==> src/rtl/sdram_dq_pkg.sv <==
package sdram_dq_pkg;
   // cycles from a read mask sample to the bus cycle it blanks
   localparam int RD_MASK_LAT = 2;

   function automatic int lanes_of(input int data_w, input int lane_w);
      return data_w / lane_w;
   endfunction
endpackage

==> src/rtl/sdram_rd_pipe.sv <==
module sdram_rd_pipe
   import sdram_dq_pkg::*;
#(
   parameter int MIN_CL = 2,
   parameter int MAX_CL = 3,
   parameter int LANES  = 8,
   parameter int CL_W   = 2
) (
   input  logic             clk,
   input  logic             rst_n,
   input  logic             issue,
   input  logic [CL_W-1:0]  cas_lat,
   input  logic [LANES-1:0] rd_mask,
   output logic             bus_rd,
   output logic             bus_rd_prev,
   output logic [LANES-1:0] bus_mask
);
   logic [MAX_CL-1:0] vsr;
   logic [LANES-1:0]  mdly [RD_MASK_LAT];

   always_ff @(posedge clk) begin
      if (!rst_n) vsr <= '0;
      else        vsr <= {vsr[MAX_CL-2:0], issue};
   end

   assign bus_rd = (cas_lat == CL_W'(MIN_CL)) ? vsr[MIN_CL-1] : vsr[MAX_CL-1];

   always_ff @(posedge clk) begin
      if (!rst_n) bus_rd_prev <= 1'b0;
      else        bus_rd_prev <= bus_rd;
   end

   for (genvar k = 0; k < RD_MASK_LAT; k++) begin : g_mdly
      if (k == 0) begin : g_first
         always_ff @(posedge clk) begin
            if (!rst_n) mdly[k] <= '0;
            else        mdly[k] <= rd_mask;
         end
      end else begin : g_next
         always_ff @(posedge clk) begin
            if (!rst_n) mdly[k] <= '0;
            else        mdly[k] <= mdly[k-1];
         end
      end
   end

   assign bus_mask = mdly[RD_MASK_LAT-1];
endmodule

==> src/rtl/sdram_rd_capture.sv <==
module sdram_rd_capture #(
   parameter int DATA_W = 64,
   parameter int LANE_W = 8,
   parameter int LANES  = 8
) (
   input  logic              clk,
   input  logic              rst_n,
   input  logic              bus_rd,
   input  logic [LANES-1:0]  bus_mask,
   input  logic [DATA_W-1:0] dq_i,
   output logic              rd_valid,
   output logic [DATA_W-1:0] rd_data,
   output logic [LANES-1:0]  rd_lane_vld
);
   always_ff @(posedge clk) begin
      if (!rst_n) rd_valid <= 1'b0;
      else        rd_valid <= bus_rd;
   end

   for (genvar i = 0; i < LANES; i++) begin : g_lane
      logic keep;
      assign keep = bus_rd & ~bus_mask[i];
      always_ff @(posedge clk) begin
         if (!rst_n) begin
            rd_lane_vld[i]                <= 1'b0;
            rd_data[i*LANE_W +: LANE_W]   <= '0;
         end else begin
            rd_lane_vld[i]                <= keep;
            rd_data[i*LANE_W +: LANE_W]   <= keep ? dq_i[i*LANE_W +: LANE_W] : '0;
         end
      end
   end
endmodule

==> src/rtl/sdram_wr_drive.sv <==
module sdram_wr_drive #(
   parameter int DATA_W = 64,
   parameter int LANES  = 8
) (
   input  logic              wr_beat,
   input  logic              burst_stop,
   input  logic              bus_rd,
   input  logic              bus_rd_prev,
   input  logic [DATA_W-1:0] wr_data,
   input  logic [LANES-1:0]  wr_mask,
   input  logic [LANES-1:0]  rd_mask,
   output logic [DATA_W-1:0] dq_o,
   output logic              dq_oe,
   output logic [LANES-1:0]  dqm
);
   logic drive;

   always_comb begin
      drive = wr_beat & ~burst_stop & ~bus_rd & ~bus_rd_prev;
      dq_oe = drive;
      dq_o  = drive ? wr_data : '0;
      dqm   = drive ? wr_mask : rd_mask;
   end
endmodule

==> src/rtl/sdram_dq_path.sv <==
module sdram_dq_path
   import sdram_dq_pkg::*;
#(
   parameter int DATA_W = 64,
   parameter int LANE_W = 8,
   parameter int MIN_CL = 2,
   parameter int MAX_CL = 3,
   localparam int LANES = lanes_of(DATA_W, LANE_W),
   localparam int CL_W  = $clog2(MAX_CL + 1)
) (
   input  logic              clk,
   input  logic              rst_n,
   input  logic [CL_W-1:0]   cas_lat,
   input  logic              rd_beat,
   input  logic              wr_beat,
   input  logic              burst_stop,
   input  logic [DATA_W-1:0] wr_data,
   input  logic [LANES-1:0]  wr_mask,
   input  logic [LANES-1:0]  rd_mask,
   input  logic [DATA_W-1:0] dq_i,
   output logic [DATA_W-1:0] dq_o,
   output logic              dq_oe,
   output logic [LANES-1:0]  dqm,
   output logic              rd_valid,
   output logic [DATA_W-1:0] rd_data,
   output logic [LANES-1:0]  rd_lane_vld
);
   if (DATA_W % LANE_W != 0) begin : g_bad_lane
      $error("DATA_W must be a whole number of lanes");
   end
   if (MIN_CL < 1 || MAX_CL <= MIN_CL) begin : g_bad_cl
      $error("latency range must satisfy 1 <= MIN_CL < MAX_CL");
   end

   logic             issue;
   logic             bus_rd;
   logic             bus_rd_prev;
   logic [LANES-1:0] bus_mask;

   assign issue = rd_beat & ~burst_stop;

   sdram_rd_pipe #(
      .MIN_CL(MIN_CL), .MAX_CL(MAX_CL), .LANES(LANES), .CL_W(CL_W)
   ) u_pipe (
      .clk(clk), .rst_n(rst_n), .issue(issue), .cas_lat(cas_lat),
      .rd_mask(rd_mask), .bus_rd(bus_rd), .bus_rd_prev(bus_rd_prev),
      .bus_mask(bus_mask)
   );

   sdram_rd_capture #(
      .DATA_W(DATA_W), .LANE_W(LANE_W), .LANES(LANES)
   ) u_cap (
      .clk(clk), .rst_n(rst_n), .bus_rd(bus_rd), .bus_mask(bus_mask),
      .dq_i(dq_i), .rd_valid(rd_valid), .rd_data(rd_data),
      .rd_lane_vld(rd_lane_vld)
   );

   sdram_wr_drive #(
      .DATA_W(DATA_W), .LANES(LANES)
   ) u_drv (
      .wr_beat(wr_beat), .burst_stop(burst_stop), .bus_rd(bus_rd),
      .bus_rd_prev(bus_rd_prev), .wr_data(wr_data), .wr_mask(wr_mask),
      .rd_mask(rd_mask), .dq_o(dq_o), .dq_oe(dq_oe), .dqm(dqm)
   );
endmodule

==> config.mk <==
export PLATFORM = sky130hd
export DESIGN_NAME = sdram_dq_path
export DESIGN_NICKNAME = d
export VERILOG_FILES = /design/src/rtl/sdram_dq_pkg.sv /design/src/rtl/sdram_rd_pipe.sv /design/src/rtl/sdram_rd_capture.sv /design/src/rtl/sdram_wr_drive.sv /design/src/rtl/sdram_dq_path.sv
export SDC_FILE = /design/constraint.sdc
export NUM_CORES = 1
export LEC_CHECK = 0
export CAP_MARGIN = 40
export CORE_AREA = 4 4 112 114
export DETAILED_ROUTE_END_ITERATION = 10
export DIE_AREA = 0 0 116 118
export PLACE_DENSITY_LB_ADDON = 0.25
export SETUP_SLACK_MARGIN = 0.2
export SLEW_MARGIN = 25
export SYNTH_ARGS = -nofsm -noshare
export SYNTH_HDL_FRONTEND = slang
export SYNTH_SLANG_ARGS = --single-unit
==> constraint.sdc <==
create_clock -name clk -period 3.7 [get_ports clk]
set_clock_uncertainty 0.15 [all_clocks]
set_input_delay 1.11 -clock clk [delete_from_list [all_inputs] [get_ports clk]]
set_output_delay 1.11 -clock clk [all_outputs]
set_load 0.03 [all_outputs]
# After elaboration in Yosys (flattened, before gate mapping)

Memory sizes are Yosys's and may differ from the RTL's.
Cells that the tools add are included.

Word-level logic and storage cells: 60
Bits in registers: 76
Input port bits: 151
Memory bits (writable): 16
Output and inout port bits: 146
Memories: 1

Memory list:

| memory      | words | bits a word | rd ports | clocked after memory_dff | wr ports | line                | source |
|---|---|---|---|---|---|---|---|
| u_pipe.mdly | 2     | 8           | 2        | 0                        | 2        | sdram_rd_pipe.sv:19 | `logic [LANES-1:0] mdly [RD_MASK_LAT];` |

Bitwise gates (word level): 25
Reductions and logical operators: 8
Mux-type cells: 7
Eq/ne operators: 1

Operator list:

| kind                                 | number |
|---|---|
| 64-bit two-way mux                   | 1 |
| 8-bit two-way mux                    | 3 |
| 2-bit AND reduction                  | 8 |
| 1-bit bitwise AND                    | 12 |
| 1-bit inverter                       | 11 |
| 1-bit two-way mux                    | 3 |
| 2-bit == test, second input constant | 1 |
| 1-bit bitwise OR                     | 2 |

# Logic depth before layout (Yosys ltp)

Gate-level depths: netlist of the first run.

Depth after elaboration: 6
Depth in mapped cells: 4

# Cells and area by module

From an unflattened synthesis of the first run, not the netlist that was laid out.

Cell total of the unflattened synthesis: 289
Area total of the unflattened synthesis: 3472.1 um2

By module, submodules not included:

| module           | seq. area each (um2) | area each (um2) | times used | cells an instance |
|---|---|---|---|---|
| sdram_rd_capture | 1461.4               | 2336.0          | 1          | 162 |
| sdram_rd_pipe    | 400.4                | 573.0           | 1          | 46 |
| sdram_wr_drive   | 0.0                  | 549.3           | 1          | 80 |
| sdram_dq_path    | 0.0                  | 13.8            | 1          | 1 |

# Worst setup path before layout of the first run

OpenSTA, ideal clock, no wires.

Kind: input -> output
Start point: input cas_lat[0]
End point: output dq_o[52]
Data required time: 2.440 ns
Path slack: -0.084 ns
Stages on the path: 4
Buffers on the path: 1
Arrival time: 2.524 ns
Cells stage by stage: nand2b_1 > a2111oi_4 > buf_2 > and2_1

Word-level cells in the longest chain between the ends: 6

Ends and longest elaborated chain:

| what                            | line                 | source |
|---|---|---|
| from (decl)                     | sdram_dq_path.sv:13  | `input logic [CL_W-1:0] cas_lat,` |
| 2-bit == test                   | sdram_rd_pipe.sv:26  | `assign bus_rd = (cas_lat == CL_W'(MIN_CL)) ? vsr[MIN_CL-1] : vsr[MAX_CL-1];` |
| 1-bit two-way mux               | sdram_rd_pipe.sv:26  |  |
| 1-bit inverter                  | sdram_wr_drive.sv:19 | `drive = wr_beat & ~burst_stop & ~bus_rd & ~bus_rd_prev;` |
| 1-bit bitwise AND (2 in series) | sdram_wr_drive.sv:19 |  |
| via dq_oe                       | sdram_dq_path.sv:22  | `output logic dq_oe,` |
| 64-bit two-way mux              | sdram_wr_drive.sv:21 | `dq_o = drive ? wr_data : '0;` |
| to (decl)                       | sdram_dq_path.sv:21  | `output logic [DATA_W-1:0] dq_o,` |

The timed path passes the listed nets, and every way through them passes these cells.

# Worst setup path after layout of the first run

Start point: input cas_lat[0]
End point: output dqm[4]

Word-level cells in the longest chain between the ends: 6

Ends and longest elaborated chain:

| what                            | line                 | source |
|---|---|---|
| 2-bit == test                   | sdram_rd_pipe.sv:26  |  |
| 1-bit two-way mux               | sdram_rd_pipe.sv:26  |  |
| 1-bit inverter                  | sdram_wr_drive.sv:19 |  |
| 1-bit bitwise AND (2 in series) | sdram_wr_drive.sv:19 |  |
| 8-bit two-way mux               | sdram_wr_drive.sv:22 | `dqm = drive ? wr_mask : rd_mask;` |
| to (decl)                       | sdram_dq_path.sv:23  | `output logic [LANES-1:0] dqm,` |

No other way between the ends.

==> reports/qor.txt, run 1 <==
CP Cell Sequence - buf_6 -> nand2b_4 -> a2111oi_4 -> buf_6 -> buf_12 -> mux2_4 -> buf_6
total CTS buffers - 9
Peak Freq - 270.5 MHz
Yosys top cell by area - dfxtp_1
FF/Latch Area - 0.001842 mm^2
count of pins over their slew limit - 0
Startpoint Class - input pin
worst r2r path cells - 6
WP data required - 2.44 ns
Iter 0 DRT Violations - 224
reg2reg setup slack - 2.01 ns
Most Frequent Cell on Critical Path - buf_6
# rows - 39
R2R Path End - u_cap.rd_data[59]
vias in the first global route - 3583
Pwr Density - 326.8 mW/mm^2
drt via density - 4.573
final period utilization - 0.9991
clock power share - 0.355
Pre-antenna DRT Iters - 4
Die Wd - 116 um
NumNets Final - 745
Maximum Capacitance Violations - 0
Routed WL per cell - 19.06 um
Final Hold Vio Count - 0
crit path from - cas_lat[0]
Post-synth top flop - dfxtp_1
top cells by area in the synthesized netlist - dfxtp_1, nor4bb_1, and2_1
status - finished clean
routed wire length - 14150 um
post-synthesis cell type count - 16
min Tclk post-route - 3.697 ns
Die Height - 118 um
Hold WS - 0.2823 ns
fill cell count - 889
clk slew on worst S/H paths - 0.06 ns
Post-CTS Hold Buffers - 0
area of the mapped netlist - 0.003312 mm^2
Starting Density - 0.2901
sequential share of power - 0.426
Post-Syn Instances - 286
share of the synthesized area in the top cell type - 0.5561
design area - 0.007310 mm^2
Place WS - -0.8486 ns
ys async rst share - 0
initial antenna violation count - 0
Seq/Total Area, Yosys - 0.5561
core area - 0.01142 mm^2
Port Buffers - 296
Yosys reg bits - 92
yosys warns - 0
Layout area overhead - 120.7%
setup TNS - 0 ns
maximum fanout along the worst path - 7
relative slew slack - 0.5886
crit path max-delay cell type - mux2_4
H-tree levels - 3
Ant. Diodes - 0
placer's final routability congestion estimate - 0.8041
Leak - 2.977 nW
Multi-input gate area - 0.001553 mm^2
worst slew pin tran - 0.6171 ns
dpl cell area - 0.006412 mm^2
CP arrival - 2.44 ns
HPWL after DPL - 10080 um
most common cell in the synthesized netlist - dfxtp_1
total number of vias - 3393
Total Die Area - 0.01369 mm^2
largest net degree at the start of global routing - 74
clk buf depth - 2
Clock Latency Late Sink - 0.33 ns
Final setup viols - 0
Peak VDD IR - 0.2514 mV
syn_nets - 437
Largest stage delay, worst path - 0.31 ns
switch share - 0.2375
TritonCTS clock tree - done
Setup crit end - dqm[4]
EDFF count, synth - 0
Global Route Usage Sum - 0.1904
GRT overflow - 0
endpoint class of the critical path - primary output
R2R Path Start - u_pipe.vsr[1]
layout cells sized above 1 - 0.3255
sw power - 0.0005673 W
Ports - 297
Tot Pwr - 0.002389 W
Worst Hold Class - reg -> reg
Detail Route Antenna Nets - 0
total clock sinks - 92
drt drc - 0
first-pass GRT wire length - 19980 um
final worst slack - 0.003204 ns
WS Path Type - in -> out
Cell Int Power - 0.001822 W
Post-synth top cells - dfxtp_1, and2_1, nor4bb_1
RSZ-0062 raised after global routing - yes
combinational share of power - 0.219
CTS root buffer - clkbuf_16
Syn Area/Cell - 11.58 um^2
[per-layer routing]
layer,GRT usage,part of all wire
met1,0.1991,0.35
met5,0,0
met3,0.07918,0.11
met2,0.3406,0.52
met4,0.05946,0.017
[worst max-delay path: cells and delay by family]
family          cells  cell delay (ns)
compound gates      1             0.30
buf+inv             4             0.57
mux                 1             0.31
simple gates        1             0.14
[power groups by stage]
stage,combinational (W),clock (W),sequential (W)
2_1_floorplan,0.000173,0,0.00105
3_3_place_gp,0.000432,0,0.00104
3_5_place_dp,0.000434,0,0.00104
4_1_cts,0.000489,0.000868,0.00102
5_1_grt,0.000550,0.000916,0.00102
6_report,0.000524,0.000847,0.00102
[placed cells by master (no fill, tap or decap), types with 3 or more instances in the layout]
master           instances
clkdlybuf4s50_1        218
dfxtp_1                 92
buf_6                   74
nor4bb_1                64
and2_4                  38
and2_2                  26
and2_1                  18
buf_4                   12
clkbuf_16               11
nor3b_1                  8
buf_12                   8
mux2_4                   7
clkinv_2                 3
buf_16                   3
[metrics by stage]
| stage | util | cells |
|---|---|---|
| finish | 0.6401 | 742 |
| global route | 0.6401 | 742 |
| CTS | 0.6189 | 737 |
| detailed placement | 0.5616 | 710 |
| global placement | 0.5616 | 710 |
| floorplan | - | 286 |
[layout make-up]
type / count / share of cell area
clock buffers: 12 / 0.03509
clock inverters: 4 / 0.003252
multi-input cells: 170 / 0.2124
flip-flops and latches: 92 / 0.2520
well taps: 143 / 0.02448
repair buffers: 321 / 0.4728
[sequential cells by signal, summed over array words and instances, names as in the netlist]
register,flops
u_cap.rd_lane_vld,8
u_cap.rd_data,64
u_pipe.mdly,16
u_cap.rd_valid,1
u_pipe.vsr,3
[logic make-up after synthesis]
group                  Yosys count  share of synthesized area
AND/OR/NAND/NOR                160                     0.3770
flip-flops                      92                     0.5561
buffers and inverters           24                    0.02984
multiplexers                     8                    0.02720
AO/OA/AOI/OAI                    2                   0.009822
[worst min-delay path by stage]
stage                                 start  cells past startpoint                end
after detailed placement  u_pipe.mdly[0][1]                      1  u_pipe.mdly[1][1]
final                     u_pipe.mdly[0][1]                      1  u_pipe.mdly[1][1]
after global routing      u_pipe.mdly[0][7]                      1  u_pipe.mdly[1][7]
after CTS                 u_pipe.mdly[0][1]                      1  u_pipe.mdly[1][1]
after floorplan           u_pipe.mdly[0][0]                      1  u_pipe.mdly[1][0]
after global placement    u_pipe.mdly[0][7]                      1  u_pipe.mdly[1][7]
[repair_timing]
item | in CTS | in global routing
pin swaps | 13 | 27
gates resized for setup | 97 | 58
gates cloned | 4 | 3
setup buffers | 7 | 2
endpoints found under the setup margin | 73 | 73
(Power assumes the default switching activity.)
==> run 2: changes to the inputs <==
Settings changed: CTS_CLUSTER_SIZE set to 24.
==> results of run 2 <==
The final DEF is identical to that of run 1; final timing and power are the same.
==> run 3: changes to the inputs <==
Settings changed: CORE_AREA 4 4 112 114 to 2 2 116 118, DIE_AREA 0 0 116 118 to 0 0 118 120.
==> reports/qor.txt, run 3 (synthesis results as in run 1) <==
status - finished, violations left
violated checks - setup timing
Maximum Capacitance Violations - 0
Startpoint Class - input pin
Post-CTS Hold Buffers - 0
final worst slack - -0.1137 ns
setup TNS - -3.641 ns
reg2reg setup slack - 2.14 ns
routed wire length - 13500 um
WP data required - 2.44 ns
Pre-antenna DRT Iters - 4
Place WS - -0.9143 ns
Ports - 297
Final setup viols - 72
Global Route Usage Sum - 0.1838
total number of vias - 3394
Port Buffers - 296
endpoint class of the critical path - primary output
H-tree levels - 3
Routed WL per cell - 17.17 um
Die Wd - 118 um
core area - 0.01298 mm^2
total clock sinks - 92
Detail Route Antenna Nets - 0
Die Height - 120 um
Pwr Density - 329.1 mW/mm^2
Final Hold Vio Count - 0
TritonCTS clock tree - done
drt via density - 4.318
commonest non-fill, non-tap cell in the layout - clkdlybuf4s50_1
placer's final routability congestion estimate - 0.7568
Total Die Area - 0.01416 mm^2
total CTS buffers - 9
Tot Pwr - 0.002513 W
worst r2r path cells - 5
CP arrival - 2.55 ns
Leak - 3.098 nW
placed instance count - 744
Worst Hold Class - reg -> reg
maximum fanout along the worst path - 5
Most flops, register - u_cap.rd_data
worst slew pin tran - 0.5247 ns
drt drc - 0
first-pass GRT wire length - 20270 um
min Tclk post-route - 3.814 ns
GRT overflow - 0
vias in the first global route - 3592
NumNets Final - 755
layout cells sized above 1 - 0.3383
commonest cells after routing, fill and taps aside - clkdlybuf4s50_1, dfxtp_1, buf_6
Layout area overhead - 130.5%
fin cells - 786
Peak VDD IR - 0.2318 mV
final period utilization - 1.031
R2R Path Start - u_pipe.vsr[1]
design area - 0.007635 mm^2
Iter 0 DRT Violations - 151
clk buf depth - 2
HPWL after DPL - 9127 um
largest net degree at the start of global routing - 74
count of pins over their slew limit - 0
clk slew on worst S/H paths - 0.06 ns
CTS root buffer - clkbuf_16
hold_sp - u_pipe.vsr[0]
Starting Density - 0.2552
# rows - 42
R2R Path End - u_cap.rd_data[58]
Peak Freq - 262.2 MHz
max reg flops - 64
largest registers - u_cap.rd_data: 64 flops, u_pipe.mdly: 16 flops, u_cap.rd_lane_vld: 8 flops
hold depth - 1
Hold EP - u_pipe.vsr[1]
RSZ-0062 raised after global routing - yes
relative slew slack - 0.6502
Clock Latency Late Sink - 0.33 ns
WS Path Type - in -> out
dpl cell area - 0.006516 mm^2
initial antenna violation count - 1
-- run 3: changes by cell type in the layout (fill, tap and decap cells not counted), moves of 3 or more --
cell	previous run	this run
buf_12	8	16
buf_16	3	6
and2_4	38	63
and2_2	26	1
-- run 3: how the worst max path moves through the flow --
stage | start | end | cells after the start
finish | cas_lat[0] | dqm[0] | 8
global route | cas_lat[0] | dqm[2] | 8
CTS | cas_lat[0] | dqm[2] | 8
detailed placement | cas_lat[0] | dqm[1] | 6
global placement | cas_lat[0] | dqm[1] | 6
floorplan | cas_lat[0] | dqm[2] | 4
-- run 3: timing repair --
action / 4_1_cts / 5_1_grt
pin swaps: 33 / 23
gates resized for setup: 183 / 15
setup buffers: 16 / 1
cloned: 6 / 2
setup endpoints to repair: 73 / 73
-- run 3: power by group --
group / switching (W) / leakage (nW) / internal, W
sequential: 0.0000123 / 0.745 / 0.00101
clock: 0.000383 / 0.153 / 0.000548
combinational: 0.000207 / 2.20 / 0.000357
total: 0.000603 / 3.10 / 0.00191
-- run 3: layout make-up --
cell class | count | area, um^2
clock buffers | 10 | 239.0
multi-input cells | 170 | 1580
repair buffers | 331 | 3681
clock inverters | 6 | 70.07
diodes | 1 | 2.502
flip-flops and latches | 92 | 1842
fillers | 1085 | 5345
well taps | 176 | 220.2
-- run 3: layer usage --
layer / global-route usage / vias up / part of all wire
li1: - / 1639 / -
met2: 0.3289 / 180 / 0.52
met3: 0.06369 / 16 / 0.082
met4: 0.06551 / 0 / 0.017
met1: 0.2016 / 1559 / 0.38
met5: 0 / - / 0
-- run 3: critical path, stage by stage --
cell and delay [ns]:
buf_6 0.09, nand2b_4 0.14, a2111oi_4 0.32, buf_4 0.20
buf_12 0.13, buf_12 0.12, mux2_4 0.30, buf_6 0.14
-- run 3: per-stage QoR --
stage / utilization / hold slack [ns]
after floorplan: - / 0.2619
after global placement: 0.5020 / 0.2646
after detailed placement: 0.5020 / 0.2729
after CTS: 0.5819 / 0.2842
after global routing: 0.5882 / 0.3052
final: 0.5882 / 0.2831
